<file path="config.mk">
export PLATFORM = sky130hd
export DESIGN_NAME = irq_input_cond
export DESIGN_NICKNAME = d
export VERILOG_FILES = /design/src/rtl/irqc_pkg.sv /design/src/rtl/irqc_sync.sv /design/src/rtl/irqc_change_det.sv /design/src/rtl/irqc_classify.sv /design/src/rtl/irq_input_cond.sv
export SDC_FILE = /design/constraint.sdc
export NUM_CORES = 1
export LEC_CHECK = 0
export CORE_MARGIN = 3
export CORE_UTILIZATION = 46
export DETAILED_ROUTE_END_ITERATION = 10
export GPL_TIMING_DRIVEN = 0
export PLACE_DENSITY_LB_ADDON = 0.3
export SLEW_MARGIN = 20
export SYNTH_ARGS = -nofsm -noshare
export SYNTH_HDL_FRONTEND = slang
export SYNTH_SLANG_ARGS = --single-unit
</file>
<file path="constraint.sdc">
create_clock -name clk -period 1.55 [get_ports clk]
set_input_delay 0.31 -clock clk [delete_from_list [all_inputs] [get_ports clk]]
set_output_delay 0.31 -clock clk [all_outputs]
set_load 0.05 [all_outputs]
</file>
<file path="src/rtl/irqc_pkg.sv">
package irqc_pkg;
  localparam int NUM_PINS = 6;
  localparam int NUM_PEND = 4;

  localparam int PIN_EXT   = 0;
  localparam int PIN_SMI   = 1;
  localparam int PIN_MCHK  = 2;
  localparam int PIN_STOPN = 3;
  localparam int PIN_HRSTN = 4;
  localparam int PIN_SRST  = 5;

  localparam int SLOT_EXT  = 0;
  localparam int SLOT_SMI  = 1;
  localparam int SLOT_MCHK = 2;
  localparam int SLOT_SRST = 3;

  // inactive level per pin, also the reset value of every stored level
  localparam logic [NUM_PINS-1:0] PIN_IDLE = 6'b011100;

  typedef enum logic [1:0] {SENS_HIGH, SENS_LOW, SENS_FALL} sens_e;

  function automatic sens_e pin_sens(input int idx);
    case (idx)
      PIN_MCHK:             return SENS_FALL;
      PIN_STOPN, PIN_HRSTN: return SENS_LOW;
      default:              return SENS_HIGH;
    endcase
  endfunction

  // pin that drives each pending slot
  function automatic int slot_pin(input int slot);
    case (slot)
      SLOT_EXT:  return PIN_EXT;
      SLOT_SMI:  return PIN_SMI;
      SLOT_MCHK: return PIN_MCHK;
      default:   return PIN_SRST;
    endcase
  endfunction
endpackage

</file>
<file path="src/rtl/irqc_sync.sv">
module irqc_sync #(
  parameter int WIDTH = 6,
  parameter int STAGES = 2,
  parameter logic [WIDTH-1:0] RST_VAL = '0
) (
  input  logic             clk,
  input  logic             rst_n,
  input  logic [WIDTH-1:0] d_i,
  output logic [WIDTH-1:0] q_o
);
  logic [WIDTH-1:0] stage_q [STAGES];

  for (genvar s = 0; s < STAGES; s++) begin : g_stage
    always_ff @(posedge clk or negedge rst_n) begin
      if (!rst_n) stage_q[s] <= RST_VAL;
      else if (s == 0) stage_q[s] <= d_i;
      else stage_q[s] <= stage_q[(s == 0) ? 0 : s-1];
    end
  end

  assign q_o = stage_q[STAGES-1];
endmodule

</file>
<file path="src/rtl/irqc_change_det.sv">
module irqc_change_det #(
  parameter int WIDTH = 6,
  parameter logic [WIDTH-1:0] RST_VAL = '0
) (
  input  logic             clk,
  input  logic             rst_n,
  input  logic [WIDTH-1:0] lvl_i,
  output logic [WIDTH-1:0] prev_o,
  output logic [WIDTH-1:0] chg_o
);
  // stored level is rewritten each cycle; it only moves on an accepted change
  always_ff @(posedge clk or negedge rst_n) begin
    if (!rst_n) prev_o <= RST_VAL;
    else prev_o <= lvl_i;
  end

  assign chg_o = lvl_i ^ prev_o;
endmodule

</file>
<file path="src/rtl/irqc_classify.sv">
module irqc_classify
  import irqc_pkg::*;
(
  input  logic [NUM_PINS-1:0] lvl_i,
  input  logic [NUM_PINS-1:0] chg_i,
  output logic [NUM_PINS-1:0] assert_o,
  output logic [NUM_PINS-1:0] deassert_o
);
  for (genvar i = 0; i < NUM_PINS; i++) begin : g_pin
    localparam sens_e KIND = pin_sens(i);
    if (KIND == SENS_HIGH) begin : g_high
      assign assert_o[i]   = chg_i[i] &  lvl_i[i];
      assign deassert_o[i] = chg_i[i] & ~lvl_i[i];
    end else if (KIND == SENS_LOW) begin : g_low
      assign assert_o[i]   = chg_i[i] & ~lvl_i[i];
      assign deassert_o[i] = chg_i[i] &  lvl_i[i];
    end else begin : g_fall
      assign assert_o[i]   = chg_i[i] & ~lvl_i[i];
      assign deassert_o[i] = 1'b0;
    end
  end
endmodule

</file>
<file path="src/rtl/irq_input_cond.sv">
module irq_input_cond
  import irqc_pkg::*;
#(
  parameter int SYNC_STAGES = 2
) (
  input  logic                clk,
  input  logic                rst_n,
  input  logic [NUM_PINS-1:0] pin_i,
  input  logic [NUM_PEND-1:0] clr_i,
  output logic [NUM_PEND-1:0] pend_o,
  output logic                hard_irq_o,
  output logic                stop_req_o,
  output logic                hreset_req_o
);
  logic [NUM_PINS-1:0] lvl, prev, chg, act_set, act_clr;
  logic [NUM_PEND-1:0] pend_nx;

  irqc_sync #(.WIDTH(NUM_PINS), .STAGES(SYNC_STAGES), .RST_VAL(PIN_IDLE)) u_sync (
    .clk(clk), .rst_n(rst_n), .d_i(pin_i), .q_o(lvl));

  irqc_change_det #(.WIDTH(NUM_PINS), .RST_VAL(PIN_IDLE)) u_chg (
    .clk(clk), .rst_n(rst_n), .lvl_i(lvl), .prev_o(prev), .chg_o(chg));

  irqc_classify u_cls (
    .lvl_i(lvl), .chg_i(chg), .assert_o(act_set), .deassert_o(act_clr));

  for (genvar k = 0; k < NUM_PEND; k++) begin : g_slot
    localparam int P = slot_pin(k);
    always_comb begin
      if (act_set[P])      pend_nx[k] = 1'b1;
      else if (act_clr[P]) pend_nx[k] = 1'b0;
      else if (clr_i[k])   pend_nx[k] = 1'b0;
      else                 pend_nx[k] = pend_o[k];
    end
  end

  always_ff @(posedge clk or negedge rst_n) begin
    if (!rst_n) begin
      pend_o       <= '0;
      hard_irq_o   <= 1'b0;
      stop_req_o   <= 1'b0;
      hreset_req_o <= 1'b0;
    end else begin
      pend_o     <= pend_nx;
      hard_irq_o <= |pend_nx;
      if (act_set[PIN_STOPN])      stop_req_o <= 1'b1;
      else if (act_clr[PIN_STOPN]) stop_req_o <= 1'b0;
      if (act_set[PIN_HRSTN])      hreset_req_o <= 1'b1;
      else if (act_clr[PIN_HRSTN]) hreset_req_o <= 1'b0;
    end
  end
endmodule

</file>
### Word level (Yosys, flattened, before mapping)

Index checks and enable logic that the tools add are counted.
Widths: inputs -> output; s select.

| storage, ports and cells | value |
|---|---|
| logic and storage cells | 43 |
| register bits after elaboration | 25 |
| output and inout port bits | 7 |
| bits of input ports | 12 |

| cells by class | value |
|---|---|
| bitwise logic cells | 18 |
| reduce and logical (&&, ||, !) cells | 3 |
| mux-type cells | 15 |

Operators with widths:

| operator | number |
|---|---|
| $mux 1 | 15 |
| $and 1x1->1 | 11 |
| $not 1->1 | 6 |
| $xor 6x6->6 | 1 |
| $reduce_bool 2->1 | 2 |
| $reduce_or 4->1 | 1 |

### Longest topological paths before layout

| depth | value |
|---|---|
| word-level depth | 5 |
| gate-level depth with buffers | 3 |
| mapped depth without buffers | 3 |

### Modules after synthesis

A second synthesis with hierarchy kept.

| unflattened totals | value |
|---|---|
| cells, all modules | 63 |
| area, all modules | 893.4 µm² |

Modules (own cells, without submodules):

| module | cells an instance | times used | seq. area each (µm²) | area each (µm²) |
|---|---|---|---|---|
| irqc_sync | 18 | 1 | 307.8 | 352.8 |
| irq_input_cond | 20 | 1 | 175.2 | 254.0 |
| irqc_change_det | 12 | 1 | 153.9 | 206.4 |
| irqc_classify | 13 | 1 | 0.0 | 80.1 |

### Least setup slack after synthesis

OpenSTA, ideal clock, no wires.

| timing path | value |
|---|---|
| kind | register -> register |
| from | register pend_o[3] |
| to | register hard_irq_o |
| required time | 1412 ps |
| library setup time | 138 ps |
| data arrival time | 1538 ps |
| period minus slack after synthesis | 1677 ps |
| buffers on the path | 0 |
| stages on the path, launching flop included | 4 |
| slack | -127 ps |
| cells stage by stage | dfrtp_1 nor2b_4 maj3_2 or4_1 |

| on the way | value |
|---|---|
| word-level cells in the longest chain between the ends | 4 |

Ends and longest elaborated chain:

| what | line | text |
|---|---|---|
| start, declared | irq_input_cond.sv:10 | `output logic [NUM_PEND-1:0] pend_o,` |
| start signal, assigned | irq_input_cond.sv:44 | `pend_o <= pend_nx;` |
| $mux 1 | irq_input_cond.sv:32 | `else if (clr_i[k]) pend_nx[k] = 1'b0;` |
| $mux 1 | irq_input_cond.sv:31 | `else if (act_clr[P]) pend_nx[k] = 1'b0;` |
| $mux 1 | irq_input_cond.sv:30 | `if (act_set[P]) pend_nx[k] = 1'b1;` |
| net pend_nx[3] | irq_input_cond.sv:16 | `logic [NUM_PEND-1:0] pend_nx;` |
| $reduce_or 4->1 | irq_input_cond.sv:45 | `hard_irq_o <= \|pend_nx;` |
| end signal, assigned | irq_input_cond.sv:45 |  |
| end, declared | irq_input_cond.sv:11 | `output logic hard_irq_o,` |

The timed path passes the listed nets, and every way through them passes these cells.
A chain may end at the register's enable or synchronous reset.

### Final worst setup path

| timing path | value |
|---|---|
| from | register hreset_req_o |
| to | output hreset_req_o |

RTL lines:

| what | line | text |
|---|---|---|
| start, declared | irq_input_cond.sv:13 | `output logic hreset_req_o` |
| start signal, assigned | irq_input_cond.sv:42 | `hreset_req_o <= 1'b0;` |
| start signal, assigned | irq_input_cond.sv:48 | `if (act_set[PIN_HRSTN]) hreset_req_o <= 1'b1;` |
| start signal, assigned | irq_input_cond.sv:49 | `else if (act_clr[PIN_HRSTN]) hreset_req_o <= 1'b0;` |

No word-level cell between the ends.

==> impl_metrics.csv <==
group,metric,value,unit
outcome,status,"finished clean",
setup_path,reg2reg_depth,3,
floorplanning,num_io_pins,19,
setup_path,crit_start,"hreset_req_o",
grt,grt_pass1_vias,384,
power_and_ir_drop,p_per_area,1120,nW/um2
clock_tree,clk_path_buf_depth,2,
logic_synthesis,synthCells,44,
logic_synthesis,ys_seq_area_share,81.1,%
clock_tree,htreeDepth,1,
setup_path,critPathSlowestCell,"dlygate4sd2_1",
setup_path,worstPathRequired,1.24,ns
setup_path,crit_chain,"dlygate4sd2_1",
final_layout,drive_gt1_share,38.8,%
grt,grt_max_degree,26,
routing,drtPass1Iterations,1,
final_layout,fillers,115,
logic_synthesis,synth.avg_cell_area,17.9,um2
clock_tree,postCtsSetupBuffers,0,
sta,tightest_slew,0.503,ns
placed_design,io_buffers,18,
setup_path,max_stage_delay,0.53,ns
placed_design,dpl_cell_area,1000,um2
setup_path,crit_arrival,1.19,ns
final_layout,instances_no_fill,83,
setup_path,crit_type,"flop to primary output",
floorplanning,fp.dieH,47.3,um
routing,drc,0,
routing,via_per_inst,4.63,
clock_tree,clock-sinks,25,
clock_tree,path_clk_slew,0.13,ns
logic_synthesis,ys_top_cells_by_area,"dfrtp_1, dfstp_2, maj3_2, ha_1, inv_1",
setup_path,start_kind,"flop",
logic_synthesis,syn-num-nets,58,
placed_design,routabilityCongestion,0.664,
sta,drv_slew,0,
floorplanning,core-area,1560,um2
final_layout,fin_util,66.5,%
clock_tree,cts_root_buffer,"clkbuf_4",
sta,rsz0062_at_grt,"no",
setup_path,endpoint_kind,"primary output",
setup_path,worstPathMaxFanout,2,
clock_tree,numCtsBuffers,3,
sta,fin_crit_sh,96.5,%
final_layout,n_antenna_cell,0,
setup_path,worst-path-buf-inv,1,
placed_design,dp_cells,78,
sta,setup_tns,0,ns
final_layout,nets,82,
grt,globalRouteTotalUtil,9.87,%
floorplanning,die_area,2240,um2
routing,drtIter0Drc,0,
routing,wl_per_cell,10.9,um
sta,relSlewSlack,66.5,%
floorplanning,rows,14,
routing,drtAntennaViolNets,0,
setup_path,cp.depth,1,
sta,skew,0.00970,ns
clock_tree,clk_latency,0.31,ns
hold_path,hold_class,"flop to flop",
logic_synthesis,synth_seq_cells,25,
final_layout,seqCellArea,641,um2
power_and_ir_drop,power_leakage,0.465,nW
sta,post-route-min-period,1.50,ns
setup_path,timing.rr.start,"pend_o[1]",
routing,wirelength,907,um
logic_synthesis,synth_cell_type_count,11,
logic_synthesis,yosys_warnings,0,
final_layout,stdcell_area,1040,um2
hold_path,min_path_cells,0,
grt,grt_pass1_wl,1490,um
final_layout,synthToLayoutAreaGrowth,31.8,%
logic_synthesis,yosys.area.top_type,"dfrtp_1",
floorplanning,die_w,47.3,um
power_and_ir_drop,ir_drop,0.891,mV
sta,final-hold-violation-count,0,
grt,grt-ovfl-total,0,
sta,finalSetupViolCount,0,
logic_synthesis,synth.top_cell.area_share,51.0,%
sta,fmax,0.668,GHz
logic_synthesis,synth_area,786,um2
placed_design,dp_hpwl,689,um
clock_tree,cts_tree,"yes",
final_layout,multiInputGateArea,136,um2
setup_path,critPathTopFamily,"buffers and inverters",
hold_path,hp-start,"u_sync.stage_q[6]",
routing,route.vias.total,384,
power_and_ir_drop,fin_total_pwr,1.16,mW
grt,antenna_found_initial,0,
floorplanning,start_util,50.4,%
flow_run,drv_cap,0,
per-stage QoR:
step | setup slack (ns) | hold slack [ns]
final | 0.0539 | 0.353
after global routing | 0.000598 | 0.360
after CTS | 0.0195 | 0.351
after detailed placement | -0.268 | 0.335
after global placement | -0.256 | 0.331
after floorplan | -0.0323 | 0.0144
cells by family (layout without fill, tap and decap cells):
kind of cell             Yosys count  after routing  share of synthesized area, %
AO/OA/AOI/OAI                      1              1                         0.797
adder cells (fa/ha/maj)            5              5                          7.48
buffers and inverters              7             30                          3.50
flip-flops                        25             25                          81.1
multiplexers                       2              2                          2.87
AND/OR/NAND/NOR                    4              4                          4.30
path summary, 6_finish.rpt:
check                                      to  slack [ns]
min in group asynchronous  u_sync.stage_q[11]        0.49
setup reg to reg                   hard_irq_o        0.09
setup / recovery                 hreset_req_o        0.05
hold reg to reg                 u_sync.q_o[0]        0.35
hold / removal                  u_sync.q_o[0]        0.35
max in group asynchronous           pend_o[0]        0.69
cell type report:
cell class / instances / area share, %
Tap cell: 16 / 1.93
Clock inverter: 1 / 0.725
Sequential cell: 25 / 61.8
Timing Repair Buffer: 19 / 17.5
Clock buffer: 3 / 2.17
Inverter: 7 / 2.66
Multi-Input combinational cell: 12 / 13.2
what timing repair did:
item,in CTS,in global routing
pin swaps,0,0
hold buffers,0,1
resized for setup,7,4
setup endpoints to repair,7,4
endpoints found under the hold margin,0,16
power by group:
group	switching (mW)	total (mW)	leakage, nW	internal, mW
Sequential	0.0150	0.718	0.281	0.703
Clock	0.179	0.277	0.0139	0.0982
Combinational	0.0996	0.168	0.170	0.0680
Total	0.294	1.16	0.465	0.869
layout by cell type (no fill, tap or decap):
| master | Yosys | routed |
|---|---|---|
| mux2_2 | 2 | 2 |
| o22ai_1 | 1 | 1 |
| or4_1 | 1 | 1 |
| clkbuf_4 | 0 | 3 |
| buf_2 | 0 | 1 |
| dlygate4sd2_1 | 0 | 3 |
| inv_1 | 6 | 6 |
| clkinvlp_2 | 1 | 1 |
| clkdlybuf4s50_1 | 0 | 10 |
| maj3_2 | 3 | 3 |
| nor2b_4 | 1 | 3 |
| dfstp_2 | 9 | 9 |
| ha_1 | 2 | 2 |
| dfrtp_1 | 16 | 13 |
| dfrtp_2 | 0 | 3 |
| dlygate4sd3_1 | 0 | 1 |
| clkdlybuf4s15_1 | 0 | 4 |
| clkinvlp_4 | 0 | 1 |
synth_stat cells:
cell type,number
ha_1,2
mux2_2,2
nor2b_4,1
dfrtp_1,16
or4_1,1
clkinvlp_2,1
o22ai_1,1
inv_1,6
dfstp_2,9
nor2b_1,2
maj3_2,3
flip-flops by register name, indices dropped and copies added (netlist names):
name            count
stop_req_o          1
pend_o              4
u_sync.q_o          6
u_sync.stage_q      6
hard_irq_o          1
hreset_req_o        1
u_chg.prev_o        6
metal layers:
metal	vias to the layer above	track usage [%]	part of all wire (%)
li1	188	-	-
met1	182	10.5	43
met2	14	17.9	51
met3	0	2.30	5.6
met4	0	4.97	0
met5	-	0	0
No activity file was read; power rests on OpenSTA's default activity.
